**src/rtl/hostreg_pkg.sv**
```systemverilog
package hostreg_pkg;

    localparam int NUM_REGS = 4;
    localparam int REG_AW   = 2;
    localparam int BYTE_W   = 8;
    localparam int NUM_EV   = 2;

    localparam int EV_PERR  = 0;
    localparam int EV_SOFT  = 1;

    typedef logic [BYTE_W-1:0] byte_t;
    typedef logic [REG_AW-1:0] reg_addr_t;

    typedef enum logic [REG_AW-1:0] {
        RG_CTRL    = 2'd0,
        RG_STAT    = 2'd1,
        RG_IDENT   = 2'd2,
        RG_SCRATCH = 2'd3
    } reg_sel_e;

    typedef struct packed {
        logic              kick;
        logic [4:0]        pad;
        logic [NUM_EV-1:0] ie;
    } ctrl_view_t;

    typedef struct packed {
        logic              irq;
        logic [4:0]        pad;
        logic [NUM_EV-1:0] pend;
    } stat_view_t;

    function automatic logic odd_bit(input byte_t b);
        return ~(^b);
    endfunction

    function automatic logic in_window(input reg_addr_t a, input reg_addr_t r, input int sh);
        return (a >> sh) == (r >> sh);
    endfunction

endpackage

```
**src/rtl/hostreg_parity.sv**
```systemverilog
module hostreg_parity
    import hostreg_pkg::*;
#(
    parameter int NB = 4
) (
    input  logic [NB*BYTE_W-1:0] wdata,
    input  logic [NB-1:0]        wpar,
    input  logic [NB*BYTE_W-1:0] rdata,
    input  logic                 parity_on,
    output logic                 wr_par_ok,
    output logic [NB-1:0]        rpar
);
    logic [NB-1:0] lane_bad;

    for (genvar i = 0; i < NB; i++) begin : g_lane
        assign lane_bad[i] = wpar[i] != odd_bit(wdata[i*BYTE_W +: BYTE_W]);
        assign rpar[i]     = parity_on & odd_bit(rdata[i*BYTE_W +: BYTE_W]);
    end

    assign wr_par_ok = !parity_on || (lane_bad == '0);

endmodule

```
**src/rtl/hostreg_window.sv**
```systemverilog
module hostreg_window
    import hostreg_pkg::*;
#(
    parameter int NB = 4
) (
    input  reg_addr_t                 addr,
    input  logic [NB*BYTE_W-1:0]      wdata,
    output logic [NUM_REGS-1:0]       hit,
    output byte_t [NUM_REGS-1:0]      wbyte,
    output reg_addr_t [NB-1:0]        lane_reg
);
    localparam int LANE_SH = (NB > 1) ? $clog2(NB) : 0;

    reg_addr_t base;
    assign base = reg_addr_t'((addr >> LANE_SH) << LANE_SH);

    for (genvar r = 0; r < NUM_REGS; r++) begin : g_reg
        assign hit[r]   = in_window(addr, reg_addr_t'(r), LANE_SH);
        assign wbyte[r] = wdata[(r % NB)*BYTE_W +: BYTE_W];
    end

    for (genvar i = 0; i < NB; i++) begin : g_lane
        assign lane_reg[i] = base | reg_addr_t'(i);
    end

endmodule

```
**src/rtl/hostreg_bank.sv**
```systemverilog
module hostreg_bank
    import hostreg_pkg::*;
#(
    parameter byte_t DEVICE_ID = 8'h5A
) (
    input  logic                  clk,
    input  logic                  rst,
    input  logic                  wr_go,
    input  logic                  perr_evt,
    input  logic [NUM_REGS-1:0]   hit,
    input  byte_t [NUM_REGS-1:0]  wbyte,
    output byte_t [NUM_REGS-1:0]  reg_rd,
    output logic                  irq
);
    logic [NUM_EV-1:0] ie_q;
    logic [NUM_EV-1:0] pend_q;
    logic [NUM_EV-1:0] pend_nxt;
    byte_t             scr_q;
    ctrl_view_t        ctrl_w;
    stat_view_t        stat_w;
    ctrl_view_t        ctrl_v;
    stat_view_t        stat_v;

    assign ctrl_w = ctrl_view_t'(wbyte[RG_CTRL]);
    assign stat_w = stat_view_t'(wbyte[RG_STAT]);

    always_comb begin
        pend_nxt = pend_q;
        if (wr_go && hit[RG_STAT])
            pend_nxt = pend_nxt & ~stat_w.pend;
        if (wr_go && hit[RG_CTRL] && ctrl_w.kick)
            pend_nxt[EV_SOFT] = 1'b1;
        if (perr_evt)
            pend_nxt[EV_PERR] = 1'b1;
    end

    always_ff @(posedge clk) begin
        if (rst) begin
            ie_q   <= '0;
            pend_q <= '0;
            scr_q  <= '0;
        end else begin
            pend_q <= pend_nxt;
            if (wr_go && hit[RG_CTRL])
                ie_q <= ctrl_w.ie;
            if (wr_go && hit[RG_SCRATCH])
                scr_q <= wbyte[RG_SCRATCH];
        end
    end

    assign irq = |(pend_q & ie_q);

    always_comb begin
        ctrl_v      = '0;
        ctrl_v.ie   = ie_q;
        stat_v      = '0;
        stat_v.pend = pend_q;
        stat_v.irq  = irq;
    end

    assign reg_rd[RG_CTRL]    = byte_t'(ctrl_v);
    assign reg_rd[RG_STAT]    = byte_t'(stat_v);
    assign reg_rd[RG_IDENT]   = DEVICE_ID;
    assign reg_rd[RG_SCRATCH] = scr_q;

    logic unused_bits;
    assign unused_bits = ^{ctrl_w.pad, stat_w.pad, stat_w.irq, wbyte[RG_IDENT], hit[RG_IDENT]};

endmodule

```
**src/rtl/hostreg_port.sv**
```systemverilog
module hostreg_port
    import hostreg_pkg::*;
#(
    parameter int    DATA_W    = 32,
    parameter byte_t DEVICE_ID = 8'h5A
) (
    input  logic                clk,
    input  logic                rst,
    input  logic                sel,
    input  logic                wr_en,
    input  logic [1:0]          addr,
    input  logic [DATA_W-1:0]   wdata,
    input  logic [DATA_W/8-1:0] wpar,
    input  logic                parity_on,
    output logic [DATA_W-1:0]   rdata,
    output logic [DATA_W/8-1:0] rpar,
    output logic                rd_ack,
    output logic                irq
);
    localparam int NB = DATA_W / BYTE_W;

    logic                  wr_req;
    logic                  rd_req;
    logic                  wr_par_ok;
    logic                  wr_go;
    logic                  perr_evt;
    logic [NUM_REGS-1:0]   hit;
    byte_t [NUM_REGS-1:0]  wbyte;
    byte_t [NUM_REGS-1:0]  reg_rd;
    reg_addr_t [NB-1:0]    lane_reg;
    logic [DATA_W-1:0]     rd_next;
    logic [DATA_W-1:0]     rdata_q;

    assign wr_req   = sel & wr_en;
    assign rd_req   = sel & ~wr_en;
    assign wr_go    = wr_req & wr_par_ok;
    assign perr_evt = wr_req & ~wr_par_ok;

    hostreg_window #(.NB(NB)) u_window (
        .addr     (addr),
        .wdata    (wdata),
        .hit      (hit),
        .wbyte    (wbyte),
        .lane_reg (lane_reg)
    );

    hostreg_parity #(.NB(NB)) u_parity (
        .wdata     (wdata),
        .wpar      (wpar),
        .rdata     (rdata_q),
        .parity_on (parity_on),
        .wr_par_ok (wr_par_ok),
        .rpar      (rpar)
    );

    hostreg_bank #(.DEVICE_ID(DEVICE_ID)) u_bank (
        .clk      (clk),
        .rst      (rst),
        .wr_go    (wr_go),
        .perr_evt (perr_evt),
        .hit      (hit),
        .wbyte    (wbyte),
        .reg_rd   (reg_rd),
        .irq      (irq)
    );

    for (genvar i = 0; i < NB; i++) begin : g_rdlane
        assign rd_next[i*BYTE_W +: BYTE_W] = reg_rd[lane_reg[i]];
    end

    always_ff @(posedge clk) begin
        if (rst) begin
            rd_ack  <= 1'b0;
            rdata_q <= '0;
        end else begin
            rd_ack <= rd_req;
            if (rd_req)
                rdata_q <= rd_next;
        end
    end

    assign rdata = rdata_q;

endmodule

```
**config.mk**
```make
export PLATFORM = sky130hd
export DESIGN_NAME = hostreg_port
export DESIGN_NICKNAME = d
export VERILOG_FILES = /design/src/rtl/hostreg_pkg.sv /design/src/rtl/hostreg_parity.sv /design/src/rtl/hostreg_window.sv /design/src/rtl/hostreg_bank.sv /design/src/rtl/hostreg_port.sv
export SDC_FILE = /design/constraint.sdc
export NUM_CORES = 1
export LEC_CHECK = 0
export BUFFER_PORTS_ARGS = -buffer_cell sky130_fd_sc_hd__buf_2
export CAP_MARGIN = 20
export CORE_MARGIN = 1.5
export CORE_UTILIZATION = 46
export CTS_CLUSTER_SIZE = 8
export DETAILED_ROUTE_END_ITERATION = 16
export PLACE_DENSITY = 0.82
export SLEW_MARGIN = 20
export SYNTH_ARGS = -nofsm -noshare
export SYNTH_HDL_FRONTEND = slang
export SYNTH_SLANG_ARGS = --single-unit
```
**constraint.sdc**
```tcl
create_clock -name clk -period 2.6 [get_ports clk]
set_input_delay 0.65 -clock clk [delete_from_list [all_inputs] [get_ports clk]]
set_output_delay 0.65 -clock clk [all_outputs]
set_load 0.005 [all_outputs]
```
## Word level (Yosys, flattened, before mapping)

Index checks and enable logic that the tools add are counted.

- Logic and storage cells: 49
- Bits of input ports: 43
- Output and inout port bits: 38
- Flip-flop bits (word level): 30

- Muxes and demuxes: 3
- Bitwise logic cells: 21
- Reduce and logical (&&, ||, !) cells: 15
- Equal/unequal tests: 4

Operators with widths:

| kind | number |
|---|---|
| XOR reduction 8 bit | 8 |
| inverter 1 bit | 10 |
| AND 1 bit | 8 |
| AND 2 bit | 2 |
| logical NOT 4 bit | 1 |
| != test 1 bit | 4 |
| nonzero test 2 bit | 2 |
| two-way mux 1 bit | 2 |
| two-way mux 2 bit | 1 |
| inverter 2 bit | 1 |
| OR reduction 2 bit | 1 |
| logical AND 1 bit | 1 |
| logical NOT 1 bit | 1 |
| logical OR 1 bit | 1 |

## Logic depth before layout (Yosys ltp)

Gate-level depths: netlist of the first run.

- Depth after elaboration: 8
- Gate-level depth with buffers: 6
- Depth with buffers taken out: 6

## By module

From an unflattened synthesis of the first run, not the netlist that was laid out.

- Cell total of the unflattened synthesis: 301
- Area, all modules: 3494.6 um^2

By module, submodules not included:

| module | instances | area each (um^2) | cells each |
|---|---|---|---|
| hostreg_port | 1 | 1861.8 | 117 |
| hostreg_bank | 1 | 706.9 | 77 |
| hostreg_parity | 1 | 588.1 | 61 |
| hostreg_window | 1 | 337.8 | 46 |

## Worst setup path after synthesis of the first run

OpenSTA, ideal clock, no wires.

- Kind: input to register
- Start point: input wdata[25]
- End point: register u_bank.ie_q[0]
- Arrival: 2271 ps
- Cell stages on the path: 6
- Library setup time: 72 ps
- Path slack: 257 ps
- Required time: 2528 ps
- Cell sequence: xor2_1 xnor3_2 xnor2_1 o41a_4 nor2_8 mux2i_1

- Cells in the longest elaborated chain, start to end: 6

RTL lines:

| element | RTL line | text |
|---|---|---|
| from (decl) | hostreg_port.sv:12 | `input logic [DATA_W-1:0] wdata,` |
| XOR reduction 8 bit | hostreg_pkg.sv:34 | `return ~(^b);` |
| inverter 1 bit | hostreg_pkg.sv:34 |  |
| != test 1 bit | hostreg_parity.sv:16 | `assign lane_bad[i] = wpar[i] != odd_bit(wdata[i*BYTE_W +: BYTE_W]);` |
| logical NOT 4 bit | hostreg_parity.sv:20 | `assign wr_par_ok = !parity_on \|\| (lane_bad == '0);` |
| logical OR 1 bit | hostreg_parity.sv:20 |  |
| AND 1 bit | hostreg_port.sv:36 | `assign wr_go = wr_req & wr_par_ok;` |
| to (signal assigned) | hostreg_bank.sv:45 | `ie_q <= ctrl_w.ie;` |
| to (decl) | hostreg_bank.sv:15 | `logic [NUM_EV-1:0] ie_q;` |

No other way between the ends.
A chain may end at the register's enable or synchronous reset.

## Worst setup path in the final report of the first run

- Start point: input wdata[24]
- End point: register u_bank.scr_q[5]

- Cells in the longest elaborated chain, start to end: 6

RTL lines:

| element | RTL line | text |
|---|---|---|
| XOR reduction 8 bit | hostreg_pkg.sv:34 |  |
| inverter 1 bit | hostreg_pkg.sv:34 |  |
| != test 1 bit | hostreg_parity.sv:16 |  |
| logical NOT 4 bit | hostreg_parity.sv:20 |  |
| logical OR 1 bit | hostreg_parity.sv:20 |  |
| AND 1 bit | hostreg_port.sv:36 |  |
| to (signal assigned) | hostreg_bank.sv:47 | `scr_q <= wbyte[RG_SCRATCH];` |
| to (decl) | hostreg_bank.sv:18 | `byte_t scr_q;` |

No other way between the ends.

==> metrics.md, run 1 <==
| Metric | Value |
|---|---|
| Top routing layer in use | met4 |
| Final clock skew | approximately 0.0023 ns |
| Mapped cell area | 1640 um^2 |
| EDFF count, synth | 0 |
| WL final | slightly below 3000 um |
| I/O Buffers | 63 |
| Synth Instances | 180 |
| Worst slack, placed | -0.0134 ns |
| Fillers | 327 |
| Initial Util | 0.487 |
| Grt total ovfl | 0 |
| Status | completed |
| Final period utilization | 0.873 |
| Worst min-delay path class | reg2reg |
| Detailed Place HPWL | 2330 um |
| Drt pass-1 iters | 4 |
| Die H | 62.7 um |
| Area of the core | 3360 um^2 |
| Max Cap Viol | 0 |
| Met3 wire length | 179 um |
| # rows | 21 |
| Nets | approximately 280 |
| Total track usage | 0.155 |
| Final hold vios | 0 |
| Share of cells above drive strength 1 | 0.300 |
| ANT cells | 0 |
| Clock Pin Slew Worst Setup and Hold Paths | 0.15 ns |
| Post-CTS Setup Bufs | 0 |
| CP Launch Type | input pin |
| Via density per instance | 4.46 |
| Met1 WL | roughly 1400 um |
| Die width | 62.7 um |
| Largest net degree at the start of global routing | 39 |
| Crit Path Class | in2reg |
| Final Cell Area | slightly below 2000 um^2 |
| Combinational share of power | 0.278 |
| Post-synthesis cell type count | 25 |
| Main synth FF type | dfxtp_1 |
| VDD IR max | between 0.2 and 0.3 mV |
| CTS root buf | clkbuf_4 |
| Gpl congestion | 0.721 |
| CTS tree | yes |
| Async S/R FF share, synth | 0 |
| Crit end category | register |
| Syn Area/Cell | 9.10 um^2 |
| Clk_lat worst skew | 0.32 ns |
| Hold Path End | rdata[30] |
| First-pass GRT wire length | 4930 um |
| Worst hold path depth | 2 |
| Psw | 0.242 mW |
| Initial antenna violation count | 0 |
| Slew Viols, Final | 0 |
| DRC errors left | 0 |
| Highest attainable clock frequency | 441 MHz |
| Area after DPL | roughly 1900 um^2 |
| Synth warn | 0 |
| Hold buffers post-CTS | 0 |
| Clock power share | 0.212 |
| Ports | between 80 and 90 |
| Internal Power | 0.619 mW |
| Minimum clock period | about 2.3 ns |
| CTS H-tree depth | 1 |
| Area Growth Syn to Fin | 17.7% |
| Fin util | 0.573 |
| Seq/Total Area, Yosys | 0.330 |
| Routed Antenna Nets | 0 |
| Die area | slightly below 4000 um^2 |
| Power per cell area | 447 nW/um^2 |
| Post-CTS sizing | 0 |
| Clock buffer depth | 2 |
| RSZ-0062 raised after global routing | no |
| HP Start | u_bank.scr_q[6] |
| Final Worst Setup Slack | approximately 0.33 ns |
| Worst rel slew slack | 0.628 |
| Sequential power share | 0.510 |
| Final Non-Filler Cells | 283 |
| Sw Ratio | 0.282 |
| Cts bufs inserted | 3 |
| Slew @ Worst Pin | 0.557 ns |
| CP Data Required Time | 2.87 ns |
| Flop2flop setup slack | 1.70 ns |
| Worst reg2reg path startpoint | u_bank.pend_q[1] |
| Worst r2r path cells | 3 |
| Routed len/inst | 10.5 um |
| Clock sink total | 27 |
| Worst-path fanout max | 10 |
| Leakage power | between 0.8 and 0.9 nW |
| Number of global-route vias before repair | 1168 |
| Dpl cells | between 200 and 300 |
| DR WL met2 | 1420 um |
| Arr. time, crit path | 2.54 ns |
| Total Power | 0.861 mW |
| Setup-failing EPs final | 0 |
| Yosys reg bits | 27 |
| Initial drt markers | 37 |
| FF-to-FF End | rdata[15] |
| Via count | 1261 |
[placed cells by master (no fill, tap or decap)]
master,instances
buf_2,63
xnor2_1,27
dfxtp_1,27
nand2_1,25
nand2b_1,20
conb_1,15
a21oi_1,12
mux2i_1,10
xor2_1,7
nor2_1,6
and2_1,3
xnor3_1,3
clkbuf_4,3
nor2b_1,2
nand3_1,2
a22o_1,1
xnor3_2,1
o41a_4,1
nor2_8,1
nor3_1,1
or2b_1,1
a32oi_1,1
inv_1,1
o21ai_0,1
o41ai_1,1
clkinvlp_4,1
buf_4,1
[layout make-up]
class,instances,area [um^2],area share
sequential,27,541,0.280
clock buffer,3,22.5,0.0117
inverter,1,3.75,0.00195
multi-input combinational,141,973,0.505
tap,46,57.6,0.0299
timing repair buffer,64,323,0.167
clock inverter,1,7.51,0.00389
[per-layer routing]
metal	track usage	vias to the layer above
met1	0.194	554
met4	0.0500	0
met5	0	-
li1	-	656
met3	0.0252	2
met2	0.270	49
[kinds of logic (layout without fill, tap and decap cells)]
| family | count (synthesis) | in the layout | synth area share |
|---|---|---|---|
| buffers and inverters | 26 | 69 | 0.108 |
| xor gates and xnor gates | 38 | 38 | 0.238 |
| other | 1 | 15 | 0.00229 |
| muxes | 10 | 10 | 0.0611 |
| AOI/OAI and AO/OA | 17 | 17 | 0.0688 |
| and+or+nand+nor | 61 | 61 | 0.193 |
| DFF | 27 | 27 | 0.330 |
[worst max-delay path: stages]
cell and delay [ns]:
buf_2 0.11, xor2_1 0.14, xnor3_2 0.43, xnor2_1 0.19, o41a_4 0.56, nor2_8 0.25, mux2i_1 0.20
[flip-flops by register name, indices dropped and copies added, names as in the netlist]
signal / flops
rdata: 14
u_bank.scr_q: 8
u_bank.ie_q: 2
u_bank.pend_q: 2
rd_ack: 1
[stage by stage]
step                      setup TNS, ns  hold slack, ns
final                                 0           0.468
after global routing                  0           0.484
after CTS                             0           0.468
after detailed placement        -0.0650           0.447
after global placement                0           0.440
after floorplan                       0           0.431
[Yosys cell counts (2+ instances only)]
master	instances	area share
nand2b_1	20	0.076
nand2_1	25	0.057
xnor3_1	3	0.041
buf_4	21	0.096
xnor2_1	27	0.14
and2_1	3	0.011
nand3_1	2	0.0061
a21oi_1	12	0.037
xor2_1	7	0.037
nor2b_1	2	0.0076
nor2_1	6	0.014
dfxtp_1	27	0.33
clkbuf_1	4	0.0092
mux2i_1	10	0.061
[how the worst max path moves through the flow]
stage,depth (start not counted),start,endpoint
after floorplan,6,wdata[25],u_bank.ie_q[0]
after global placement,7,wdata[24],u_bank.ie_q[0]
after detailed placement,7,wdata[28],u_bank.scr_q[5]
after CTS,7,wdata[28],u_bank.scr_q[5]
after global routing,7,wdata[24],u_bank.scr_q[2]
final,7,wdata[24],u_bank.scr_q[5]
[power groups by stage]
stage | clock network (mW) | logic (mW) | registers [mW]
CTS | 0.190 | 0.242 | 0.439
floorplan | 0 | 0.190 | 0.447
detailed placement | 0 | 0.241 | 0.448
finish | 0.182 | 0.239 | 0.439
global placement | 0 | 0.237 | 0.448
global route | 0.206 | 0.262 | 0.442
(Power assumes the default switching activity.)
==> inputs of run 2 (changes only) <==
Settings changed: CELL_PAD_IN_SITES_DETAIL_PLACEMENT set to 1, CELL_PAD_IN_SITES_GLOBAL_PLACEMENT set to 2, CORE_UTILIZATION 46 to 25, CTS_CLUSTER_DIAMETER set to 50, PLACE_DENSITY 0.82 to 0.81.
==> run 2 against run 1 <==
Final cell count is 11% higher. First-iteration DRC count is 30% lower. Total power is 7.0% higher. Routed wire length is 24% higher. Critical path depth stayed put. Non-clock buffer count is 1 higher. Clock power is 31% higher. Sequential power hardly changed.
==> metrics.md, run 2 (same netlist as run 1, synthesis figures left out) <==
| Metric | Value |
|---|---|
| Minimum clock period | 2.36 ns (+0.0852 ns) |
| Worst slack, placed | -0.0701 ns (-0.0567 ns) |
| Most common cell after layout, fill and taps aside | buf_2 |
| Die width | 83.9 um (+34%) |
| Ports | 81 (unchanged) |
| Highest attainable clock frequency | 425 MHz (-3.6%) |
| Total Power | 0.921 mW (+7.0%) |
| Gpl congestion | 0.756 (+4.8%) |
| Final period utilization | 0.906 (+0.0328) |
| Number of flip-flops in the largest register | 14 (unchanged) |
| CTS root buf | clkbuf_8 |
| Final Worst Setup Slack | 0.245 ns (-0.0852 ns) |
| Die H | 83.9 um (+34%) |
| CTS H-tree depth | 1 (unchanged) |
| Final clock skew | 0.00177 ns (-0.000508 ns) |
| DRC errors left | 0 (unchanged) |
| ANT cells | 0 (unchanged) |
| Number of global-route vias before repair | 1249 (+6.9%) |
| Grt total ovfl | 0 (unchanged) |
| Worst-path fanout max | 10 (unchanged) |
| Setup_tns | 0 ns (unchanged) |
| Initial antenna violation count | 0 (unchanged) |
| Area after DPL | 1940 um^2 (+2.4%) |
| Clk_lat worst skew | 0.27 ns (-0.05 ns) |
| Fillers | 790 (+140%) |
| Register area | 541 um^2 (unchanged) |
| Worst min-delay path class | reg2reg |
| Area of the core | 6350 um^2 (+89%) |
| Hold buffers post-CTS | 0 (unchanged) |
| Status | completed |
| Initial drt markers | 26 (-30%) |
| Worst rel slew slack | 0.600 (-0.0282) |
| Worst reg2reg path startpoint | u_bank.pend_q[1] |
| HP Start | u_bank.scr_q[4] |
| # rows | 29 (+38%) |
| First-pass GRT wire length | 5870 um (+19%) |
| CTS tree | yes |
| Arr. time, crit path | 2.56 ns (+0.02 ns) |
| Clock buffer depth | 2 (unchanged) |
| Final Cell Area | 1990 um^2 (+3.2%) |
| Post-CTS Setup Bufs | 0 (unchanged) |
| Total track usage | 0.103 (-0.0512) |
| Area of the multi-input gates | 973 um^2 (unchanged) |
| Detailed Place HPWL | 2900 um (+24%) |
| RSZ-0062 raised after global routing | no |
| Routed len/inst | 11.7 um (+12%) |
| WL final | 3690 um (+24%) |
| Drt pass-1 iters | 3 (-1) |
| Area Growth Syn to Fin | 21.5% |
| Final hold vios | 0 (unchanged) |
| Largest net degree at the start of global routing | 39 (unchanged) |
| Initial Util | 0.258 (-0.229) |
| Die area | 7050 um^2 (+79%) |
| Slew @ Worst Pin | 0.600 ns (+0.0422 ns) |
| CP Launch Type | input pin |
| VDD IR max | 0.228 mV (-13%) |
| Post-CTS sizing | 0 (unchanged) |
| Clock sink total | 27 (unchanged) |
| Via count | 1277 (+1.3%) |
| Worst setup path startpoint | wdata[28] |
| Power per cell area | 463 nW/um^2 (+3.6%) |
| Max Cap Viol | 0 (unchanged) |
| Leakage power | 0.882 nW (+1.9%) |
| CP Data Required Time | 2.81 ns (-0.06 ns) |
| Commonest cells after routing, fill and taps aside | 63 x buf_2, 27 x xnor2_1, 27 x dfxtp_1, 25 x nand2_1, 20 x nand2b_1 |
| Fin util | 0.313 (-0.260) |
| Clock Pin Slew Worst Setup and Hold Paths | 0.09 ns (-0.06 ns) |
| Cts bufs inserted | 3 (unchanged) |
| Crit end category | register |
| Share of cells above drive strength 1 | 0.303 (+0.00294) |
| Crit Path Class | in2reg |
| I/O Buffers | 63 (unchanged) |
| Routed Antenna Nets | 0 (unchanged) |
| Via density per instance | 4.05 (-9.0%) |
| Setup-failing EPs final | 0 (unchanged) |
| Nets | 282 (+0.36%) |
| Slew Viols, Final | 0 (unchanged) |
[run 2: cell count changes in the layout (fill, tap and decap cells not counted), sizes merged]
cell	before	now
clkinvlp	1	0
clkinv	0	1
buf	64	65
[run 2: final timing paths]
check	end	slack (ns)	cells after the start
setup / recovery	u_bank.scr_q[1]	0.24	7
hold / removal	rdata[28]	0.46	2
setup reg to reg	rdata[15]	1.72	3
hold reg to reg	rdata[28]	0.46	2
[run 2: layout make-up]
class / count / area share
tap: 77 / 0.0484
inverter: 1 / 0.00189
timing repair buffer: 65 / 0.166
clock inverter: 1 / 0.00251
sequential: 27 / 0.272
multi-input combinational: 141 / 0.489
clock buffer: 3 / 0.0207
[run 2: per-layer routing]
layer	global-route usage	routed length, um	vias up
li1	-	-	658
met1	0.130	1640	580
met2	0.185	1850	39
met3	0.0267	194	0
met4	0.00894	0	0
met5	0	0	-
[run 2: power breakdown]
group | switching, mW | leakage (nW) | internal, mW
registers | 0.0103 | 0.219 | 0.428
clock network | 0.132 | 0.0255 | 0.107
logic | 0.111 | 0.638 | 0.132
total | 0.253 | 0.882 | 0.668
[run 2: critical path: stages]
cell and delay (ns):
buf_2 0.11, xnor2_1 0.24, xnor3_2 0.38, xnor2_1 0.16, o41a_4 0.55, nor2_8 0.26
mux2i_1 0.21
[run 2: per-stage QoR]
stage,hold slack [ns],std cells
global route,0.493,315
CTS,0.465,315
floorplan,0.431,194
detailed placement,0.450,311
finish,0.462,315
global placement,0.444,311
